**src/rtl/bsa_pkg.sv**
```systemverilog
package bsa_pkg;

  // Strobes from the controller to the datapath
  typedef struct packed {
    logic load;   // parallel capture of operands, clear carry
    logic shift;  // one bit time through the full adder
  } bsaStrobe_t;

  typedef enum logic [1:0] {
    ST_IDLE  = 2'd0,
    ST_SHIFT = 2'd1,
    ST_DONE  = 2'd2
  } bsaState_t;

endpackage

```
**src/rtl/bsa_full_adder.sv**
```systemverilog
module bsa_full_adder (
  input  logic a,
  input  logic b,
  input  logic cIn,
  output logic s,
  output logic cOut
);

  always_comb begin
    s    = a ^ b ^ cIn;
    cOut = (a & b) | (a & cIn) | (b & cIn);
  end

endmodule

```
**src/rtl/bsa_datapath.sv**
```systemverilog
module bsa_datapath
  import bsa_pkg::*;
#(
  parameter int WIDTH = 4
) (
  input  logic             clk,
  input  logic             rstN,
  input  bsaStrobe_t       ctl,
  input  logic [WIDTH-1:0] opA,
  input  logic [WIDTH-1:0] opB,
  output logic [WIDTH-1:0] sumQ,
  output logic             carryQ
);

  logic [WIDTH-1:0] aQ;
  logic [WIDTH-1:0] bQ;
  logic             sumBit;
  logic             carryNext;

  // The single adder cell, reused every bit time
  bsa_full_adder uFa (
    .a    (aQ[0]),
    .b    (bQ[0]),
    .cIn  (carryQ),
    .s    (sumBit),
    .cOut (carryNext)
  );

  // Operand and sum shift registers: no reset, a load overwrites them
  generate
    for (genvar i = 0; i < WIDTH; i++) begin : gBit
      if (i == WIDTH - 1) begin : gTop
        always_ff @(posedge clk) begin
          if (ctl.load) begin
            aQ[i] <= opA[i];
            bQ[i] <= opB[i];
          end else if (ctl.shift) begin
            aQ[i] <= 1'b0;
            bQ[i] <= 1'b0;
          end
          if (ctl.shift) sumQ[i] <= sumBit;
        end
      end else begin : gLow
        always_ff @(posedge clk) begin
          if (ctl.load) begin
            aQ[i] <= opA[i];
            bQ[i] <= opB[i];
          end else if (ctl.shift) begin
            aQ[i] <= aQ[i+1];
            bQ[i] <= bQ[i+1];
          end
          if (ctl.shift) sumQ[i] <= sumQ[i+1];
        end
      end
    end
  endgenerate

  // Carry storage between bit times
  always_ff @(posedge clk or negedge rstN) begin
    if (!rstN)          carryQ <= 1'b0;
    else if (ctl.load)  carryQ <= 1'b0;
    else if (ctl.shift) carryQ <= carryNext;
  end

  // operands captured in parallel on an accepted load
  a_r1_parallel_capture : assert property (@(posedge clk) disable iff (!rstN)
    ctl.load |=> (aQ == $past(opA)) && (bQ == $past(opB)));

  // carry starts at zero for every addition
  a_r5_load_clears_carry : assert property (@(posedge clk) disable iff (!rstN)
    ctl.load |=> (carryQ == 1'b0));

  // sum register holds while no bit time runs
  a_r7_sum_holds : assert property (@(posedge clk) disable iff (!rstN)
    (!ctl.shift && !$isunknown(sumQ)) |=> $stable(sumQ));

endmodule

```
**src/rtl/bsa_control.sv**
```systemverilog
module bsa_control
  import bsa_pkg::*;
#(
  parameter int WIDTH = 4
) (
  input  logic       clk,
  input  logic       rstN,
  input  logic       loadReq,
  output bsaStrobe_t ctl,
  output logic       done
);

  localparam int CW = (WIDTH > 2) ? $clog2(WIDTH) : 1;
  localparam logic [CW-1:0] LAST = CW'(WIDTH - 1);

  bsaState_t     state;
  bsaState_t     stateNext;
  logic [CW-1:0] bitCnt;

  always_comb begin
    stateNext = state;
    ctl       = '0;
    unique case (state)
      ST_IDLE, ST_DONE: begin
        if (loadReq) begin
          ctl.load  = 1'b1;
          stateNext = ST_SHIFT;
        end else begin
          stateNext = ST_IDLE;
        end
      end
      ST_SHIFT: begin
        ctl.shift = 1'b1;
        if (bitCnt == LAST) stateNext = ST_DONE;
      end
      default: stateNext = ST_IDLE;
    endcase
  end

  always_ff @(posedge clk or negedge rstN) begin
    if (!rstN) begin
      state  <= ST_IDLE;
      bitCnt <= '0;
    end else begin
      state <= stateNext;
      if (ctl.load)       bitCnt <= '0;
      else if (ctl.shift) bitCnt <= bitCnt + 1'b1;
    end
  end

  assign done = (state == ST_DONE);

  // completion flag is a single-cycle pulse
  a_r7_done_one_cycle : assert property (@(posedge clk) disable iff (!rstN)
    done |=> !done);

  // a running sequence advances one bit per clock and is not restarted
  a_r8_shift_uninterrupted : assert property (@(posedge clk) disable iff (!rstN)
    (state == ST_SHIFT && bitCnt != LAST) |=>
      (state == ST_SHIFT && bitCnt == $past(bitCnt) + 1'b1));

endmodule

```
**src/rtl/bit_serial_adder.sv**
```systemverilog
module bit_serial_adder
  import bsa_pkg::*;
#(
  parameter int WIDTH = 4
) (
  input  logic             clk,
  input  logic             rstN,
  input  logic             loadReq,
  input  logic [WIDTH-1:0] opA,
  input  logic [WIDTH-1:0] opB,
  output logic [WIDTH-1:0] sumOut,
  output logic             carryOut,
  output logic             done
);

  localparam int SCW = $clog2(WIDTH + 1);

  bsaStrobe_t ctl;

  bsa_control #(.WIDTH(WIDTH)) uCtl (
    .clk     (clk),
    .rstN    (rstN),
    .loadReq (loadReq),
    .ctl     (ctl),
    .done    (done)
  );

  bsa_datapath #(.WIDTH(WIDTH)) uDp (
    .clk    (clk),
    .rstN   (rstN),
    .ctl    (ctl),
    .opA    (opA),
    .opB    (opB),
    .sumQ   (sumOut),
    .carryQ (carryOut)
  );

  // Checker counter: bit times seen since the last accepted load
  logic [SCW-1:0] shiftsSeen;
  always_ff @(posedge clk or negedge rstN) begin
    if (!rstN)          shiftsSeen <= '0;
    else if (ctl.load)  shiftsSeen <= '0;
    else if (ctl.shift) shiftsSeen <= shiftsSeen + 1'b1;
  end

  // completion comes after exactly WIDTH bit times
  a_r6_done_after_width : assert property (@(posedge clk) disable iff (!rstN)
    done |-> (shiftsSeen == SCW'(WIDTH)));

  // no completion flag without a preceding load
  a_r2_no_spurious_done : assert property (@(posedge clk) disable iff (!rstN)
    (shiftsSeen == '0) |-> !done);

endmodule

```
**config.mk**
```make
export PLATFORM = sky130hd
export DESIGN_NAME = bit_serial_adder
export DESIGN_NICKNAME = d
export VERILOG_FILES = /design/src/rtl/bsa_pkg.sv /design/src/rtl/bsa_full_adder.sv /design/src/rtl/bsa_datapath.sv /design/src/rtl/bsa_control.sv /design/src/rtl/bit_serial_adder.sv
export SDC_FILE = /design/constraint.sdc
export NUM_CORES = 1
export LEC_CHECK = 0
export ABC_AREA = 0
export ABC_CLOCK_PERIOD_IN_PS = 1700
export CORE_MARGIN = 4
export CORE_UTILIZATION = 50
export CTS_BUF_LIST = sky130_fd_sc_hd__clkbuf_8
export CTS_CLUSTER_DIAMETER = 80
export DETAILED_ROUTE_END_ITERATION = 16
export PLACE_DENSITY = 0.8
export SYNTH_ARGS = -nofsm -noshare
export SYNTH_HDL_FRONTEND = slang
export SYNTH_SLANG_ARGS = --single-unit
```
**constraint.sdc**
```tcl
create_clock -name clk -period 1.7 [get_ports clk]
set_clock_uncertainty 0.2 [all_clocks]
set_input_delay 0.255 -clock clk [delete_from_list [all_inputs] [get_ports clk]]
set_output_delay 0.255 -clock clk [all_outputs]
set_load 0.02 [all_outputs]
```
# After elaboration in Yosys (flattened, before gate mapping)
# Index checks and enable logic that the tools add are counted.
# Widths: inputs -> output; s select.
[classes] reduce_logical=3 add_sub_neg=1 mux=25 bitwise=7 n_eq_ne=4
[op_table] cell="$mux 1" count=21
[op_table] cell="$mux 2" count=3
[op_table] cell="$eq 2x2->1 const B" count=2
[op_table] cell="$pmux 2 s2" count=1
[op_table] cell="$and 1x1->1" count=3
[op_table] cell="$add 2x1->2 const B" count=1
[op_table] cell="$eq 2x1->1 const B" count=1
[op_table] cell="$logic_not 2->1" count=1
[op_table] cell="$ne 2x1->1 const B" count=1
[op_table] cell="$or 1x1->1" count=2
[op_table] cell="$reduce_bool 2->1" count=1
[op_table] cell="$reduce_or 2->1" count=1
[op_table] cell="$xor 1x1->1" count=2
[word_totals] output_inout_bits=6 ff_bits=17 elab_cells=55 in_bits=11

# Depth between registers and ports, before layout
[logic_depth] depth_word=5 mapped_depth=5 ltp_nobuf=5

# Cells and area by module
# Synthesis repeated with hierarchy kept, for this count alone.
[unflattened] hier_cells=42 area_unflattened_um2=733.2
[by_module_without_submodules] module="bsa_datapath" n_inst=1 cells_each=25 area_per_inst_um2=521.8 seq_area_each_um2=385.4
[by_module_without_submodules] module="bsa_control" n_inst=1 cells_each=16 area_per_inst_um2=191.4 seq_area_each_um2=100.1
[by_module_without_submodules] module="bsa_full_adder" n_inst=1 cells_each=1 area_per_inst_um2=20.0 seq_area_each_um2=0.0

# Worst setup path before layout
# Ideal clock, no wire load.
[synth_timing] path_type="reg-to-reg" startpoint="register uDp.carryQ" endpoint="register uDp.sumQ[3] (data pin)" path_stages_with_launch=4 t_arrival_ns=1.101 required_time_ns=1.250 setup_slack_ns=0.149 n_path_buf=0 setup_ns=0.250 path_cell_list="dfrtp_1 -> inv_1 -> fa_1 -> inv_1"
[synth_between] elab_chain_len=1
[synth_rtl] item="from (decl)" line_no="bsa_datapath.sv:12" text="output logic carryQ"
[synth_rtl] item="from (signal assigned)" line_no="bsa_datapath.sv:62" text="else if (ctl.shift) carryQ <= carryNext;"
[synth_rtl] item="$xor 1x1->1" line_no="bsa_full_adder.sv:10" text="s = a ^ b ^ cIn;"
[synth_rtl] item="via uDp.sumBit" line_no="bsa_datapath.sv:17" text="logic sumBit;"
[synth_rtl] item="to (signal, indexed assignment)" line_no="bsa_datapath.sv:41" text="if (ctl.shift) sumQ[i] <= sumBit;"
[synth_rtl] item="to (decl)" line_no="bsa_datapath.sv:11" text="output logic [WIDTH-1:0] sumQ,"
# The timed path passes the listed nets, and every way through them passes these cells.
# A chain may end at the register's enable or synchronous reset.

# Worst setup path in the final report
[layout_timing] startpoint="register uDp.sumQ[0]" endpoint="output sumOut[0]"
[layout_lines] item="from (signal, indexed assignment)" line_no="bsa_datapath.sv:52" text="if (ctl.shift) sumQ[i] <= sumQ[i+1];"
[layout_lines] item="to (decl)" line_no="bit_serial_adder.sv:11" text="output logic [WIDTH-1:0] sumOut,"
# No word-level cell between the ends.

==> results.ini <==
[outcome]
status=complete, no violations

[detailed_routing]
drc=0
vias=480
firstDrtPassIters=4
drt_iter0_markers=9
ant_nets=0
drt-vias-per-instance=5.33
drt-wirelength-per-cell_um=15.4
wl_mm=1.38

[place]
dp_cells=86
dp_hpwl_mm=1.05
io_buffers=16
gp_congestion=0.755

[setup_path]
setup.worst_path.start=uDp.sumQ[0]
reg2regPathDepth=3
r2r_setup_slack_ns=0.19
cp_data_arrival_time_ns=1.20
crit_slowest_cell=clkdlybuf4s50_1
critPathCaptureType=output pin
path_depth=1
reg2reg_from=uCtl.state[0]
cp_max_fo=1
critPathKind=register to output pin
startpoint_type=register
critPathTopFamily=buffers and inverters
required_ns=1.24
slowest_delay_ns=0.60
path_cells=clkdlybuf4s50_1
worst-path-buf-inv=1

[power_and_ir_drop]
combPwrFrac_pct=42.2
vdd_drop_max_v=0.00102
power_w=0.00196
leakage_nw=0.488
powerDensity_nw_per_um2=1910
seqPwrFrac_pct=42.3
p_switching_w=0.000630
clockPowerShare_pct=15.5
switching_share_pct=32.1
p_int_w=0.00133

[floorplanning]
rows=13
ios=17
die_x_um=46.7
die_area_um2=2180
start_util_pct=55.5
die_h_um=46.7
core_area_um2=1350

[synth]
ys_types=18
synth_common_cells=edfxtp_1 (12), inv_1 (7), dfrtp_1 (5), mux2_4 (5)
yosysMostFrequentCell=edfxtp_1
synth_fa_ha_area_share_pct=4.34
yosys.area.top_type=edfxtp_1
synth_area_leaders=edfxtp_1 (48%), dfrtp_1 (17%), mux2_4 (10%), inv_1 (3.5%), mux2_2 (3.0%)
ys_seq_area_share_pct=64.8
yosys.area.top_type_share_pct=48.1
syn_avg_cell_area_um2=15.0
synthSimpleGateAreaFrac_pct=9.35
synth_area_um2=749
async_flop_share_pct=29.4
synth_mux_area_share_pct=13.0
syn-instance-count=50
synth_top_family_by_area=multiplexers
synth_seq_cells=17
synth_compound_area_share_pct=3.51
synth_xor_area_share_pct=0
synth.net_count=63
ys.flop_type=edfxtp_1
synth_edf_count=12
ys_warn_count=0

[hold_path]
min_path_type=primary input to async pin

[cells_and_area]
synthToLayoutAreaGrowth_pct=36.9
fin_nets=89
fin_cells=90
drive_gt1_share_pct=24.0
nFillCells=92
diodes=0

[global_routing]
grt_first_pass_wirelength_mm=2.28
antenna_found_initial=0
grt_start_max_net_pins=11
grt_pass1_vias=513
grt.overflow.total=0
grt_usage_pct=15.6

[cts]
cts_hold_buffers=0
clkLatencyLatePin_ns=0.26
tritoncts=yes
cts_htree_levels=1
cts_setup_buffers=0
cts_buffers=3
clock_sinks=17
clk_pin_slew_ns=0.07
cts_max_path_buffers=2
root_buffer=clkbuf_8

[sta]
fin_crit_ns=1.66
setup_viol=0
fin_crit_sh_pct=97.4
rsz0062_at_grt=no
hold_viol=0
worst_slew_pin_slew_ns=0.231
fmax_mhz=604
maxSlewHeadroom_pct=84.4
whs_ns=0.0115
finalMaxSlewViolations=0

[run]
maxCapViolCount=0

==> power groups by stage <==
stage               clock, W  sequential (W)  combinational, W
floorplan                  0        0.000898          0.000407
global placement           0        0.000815          0.000805
detailed placement         0        0.000840          0.000846
CTS                 0.000308        0.000833          0.000848
global route        0.000329        0.000850          0.000898
finish              0.000304        0.000830          0.000828
==> flip-flops by register name, summed over array words and instances (netlist names) <==
| register | count |
|---|---|
| uDp.carryQ | 1 |
| uDp.aQ | 4 |
| uCtl.state | 2 |
| uCtl.bitCnt | 2 |
| uDp.bQ | 4 |
| uDp.sumQ | 4 |
==> repair_timing <==
| action | 4_1_cts | 5_1_grt |
|---|---|---|
| resized for setup | 2 | 3 |
| pin swaps | 0 | 0 |
| endpoints found under the setup margin | 2 | 3 |
==> routing by layer <==
metal	routed length, µm	GRT usage [%]	vias up
met4	40	6.63	0
li1	-	-	220
met3	105	4.69	5
met1	557	18.4	236
met2	679	26.4	19
met5	0	0	-
==> area by class of cell <==
cell class	count	area, µm²	share of cell area, %
Sequential cell	17	485	47.3
Clock inverter	1	5.00	0.488
Timing Repair Buffer	22	223	21.7
Multi-Input combinational cell	25	226	22.1
Inverter	7	26.3	2.56
Clock buffer	3	41.3	4.02
Tap cell	15	18.8	1.83
==> per-stage QoR <==
stage          setup WS (ns)  util [%]  TNS [ns]  area (µm²)
4_1_cts              0.00331      75.4         0        1020
3_5_place_dp        -0.00262      72.2  -0.00262         975
5_1_grt               0.0207      76.0         0        1030
6_report              0.0440      76.0         0        1030
2_1_floorplan          0.149         -         0         749
3_3_place_gp         0.00623      72.2         0         975
==> cells in the final DEF (no fill, tap or decap) <==
| cell | instances |
|---|---|
| mux2_4 | 5 |
| ha_1 | 1 |
| nand2b_4 | 1 |
| nor2_1 | 3 |
| mux2_2 | 2 |
| nand2_1 | 1 |
| buf_12 | 1 |
| dfrtp_1 | 5 |
| clkdlybuf4s50_1 | 11 |
| nand3_1 | 2 |
| dlymetal6s2s_1 | 3 |
| inv_1 | 7 |
| nor2b_1 | 1 |
| nand2b_1 | 3 |
| fa_1 | 1 |
| o31ai_1 | 1 |
| clkinv_2 | 1 |
| a22o_1 | 1 |
| clkbuf_8 | 3 |
| dlygate4sd2_1 | 2 |
| and2_1 | 1 |
| o21ai_0 | 2 |
| buf_4 | 5 |
| edfxtp_1 | 12 |
==> worst paths after layout <==
check / to
worst max-delay path: sumOut[0]
worst min-delay path: uDp.carryQ
worst max register to register: uDp.bQ[1]
worst min register to register: uDp.sumQ[2]
max in group asynchronous: uCtl.state[0]
min in group clk: uDp.sumQ[2]
==> cells by family (layout without fill, tap and decap cells) <==
| logic type | Yosys count | after routing |
|---|---|---|
| flops | 17 | 17 |
| simple gates | 12 | 12 |
| buf+inv | 8 | 33 |
| mux | 7 | 7 |
| compound gates | 4 | 4 |
| fa+ha+maj | 2 | 2 |
No activity file was read; power rests on OpenSTA's default activity.
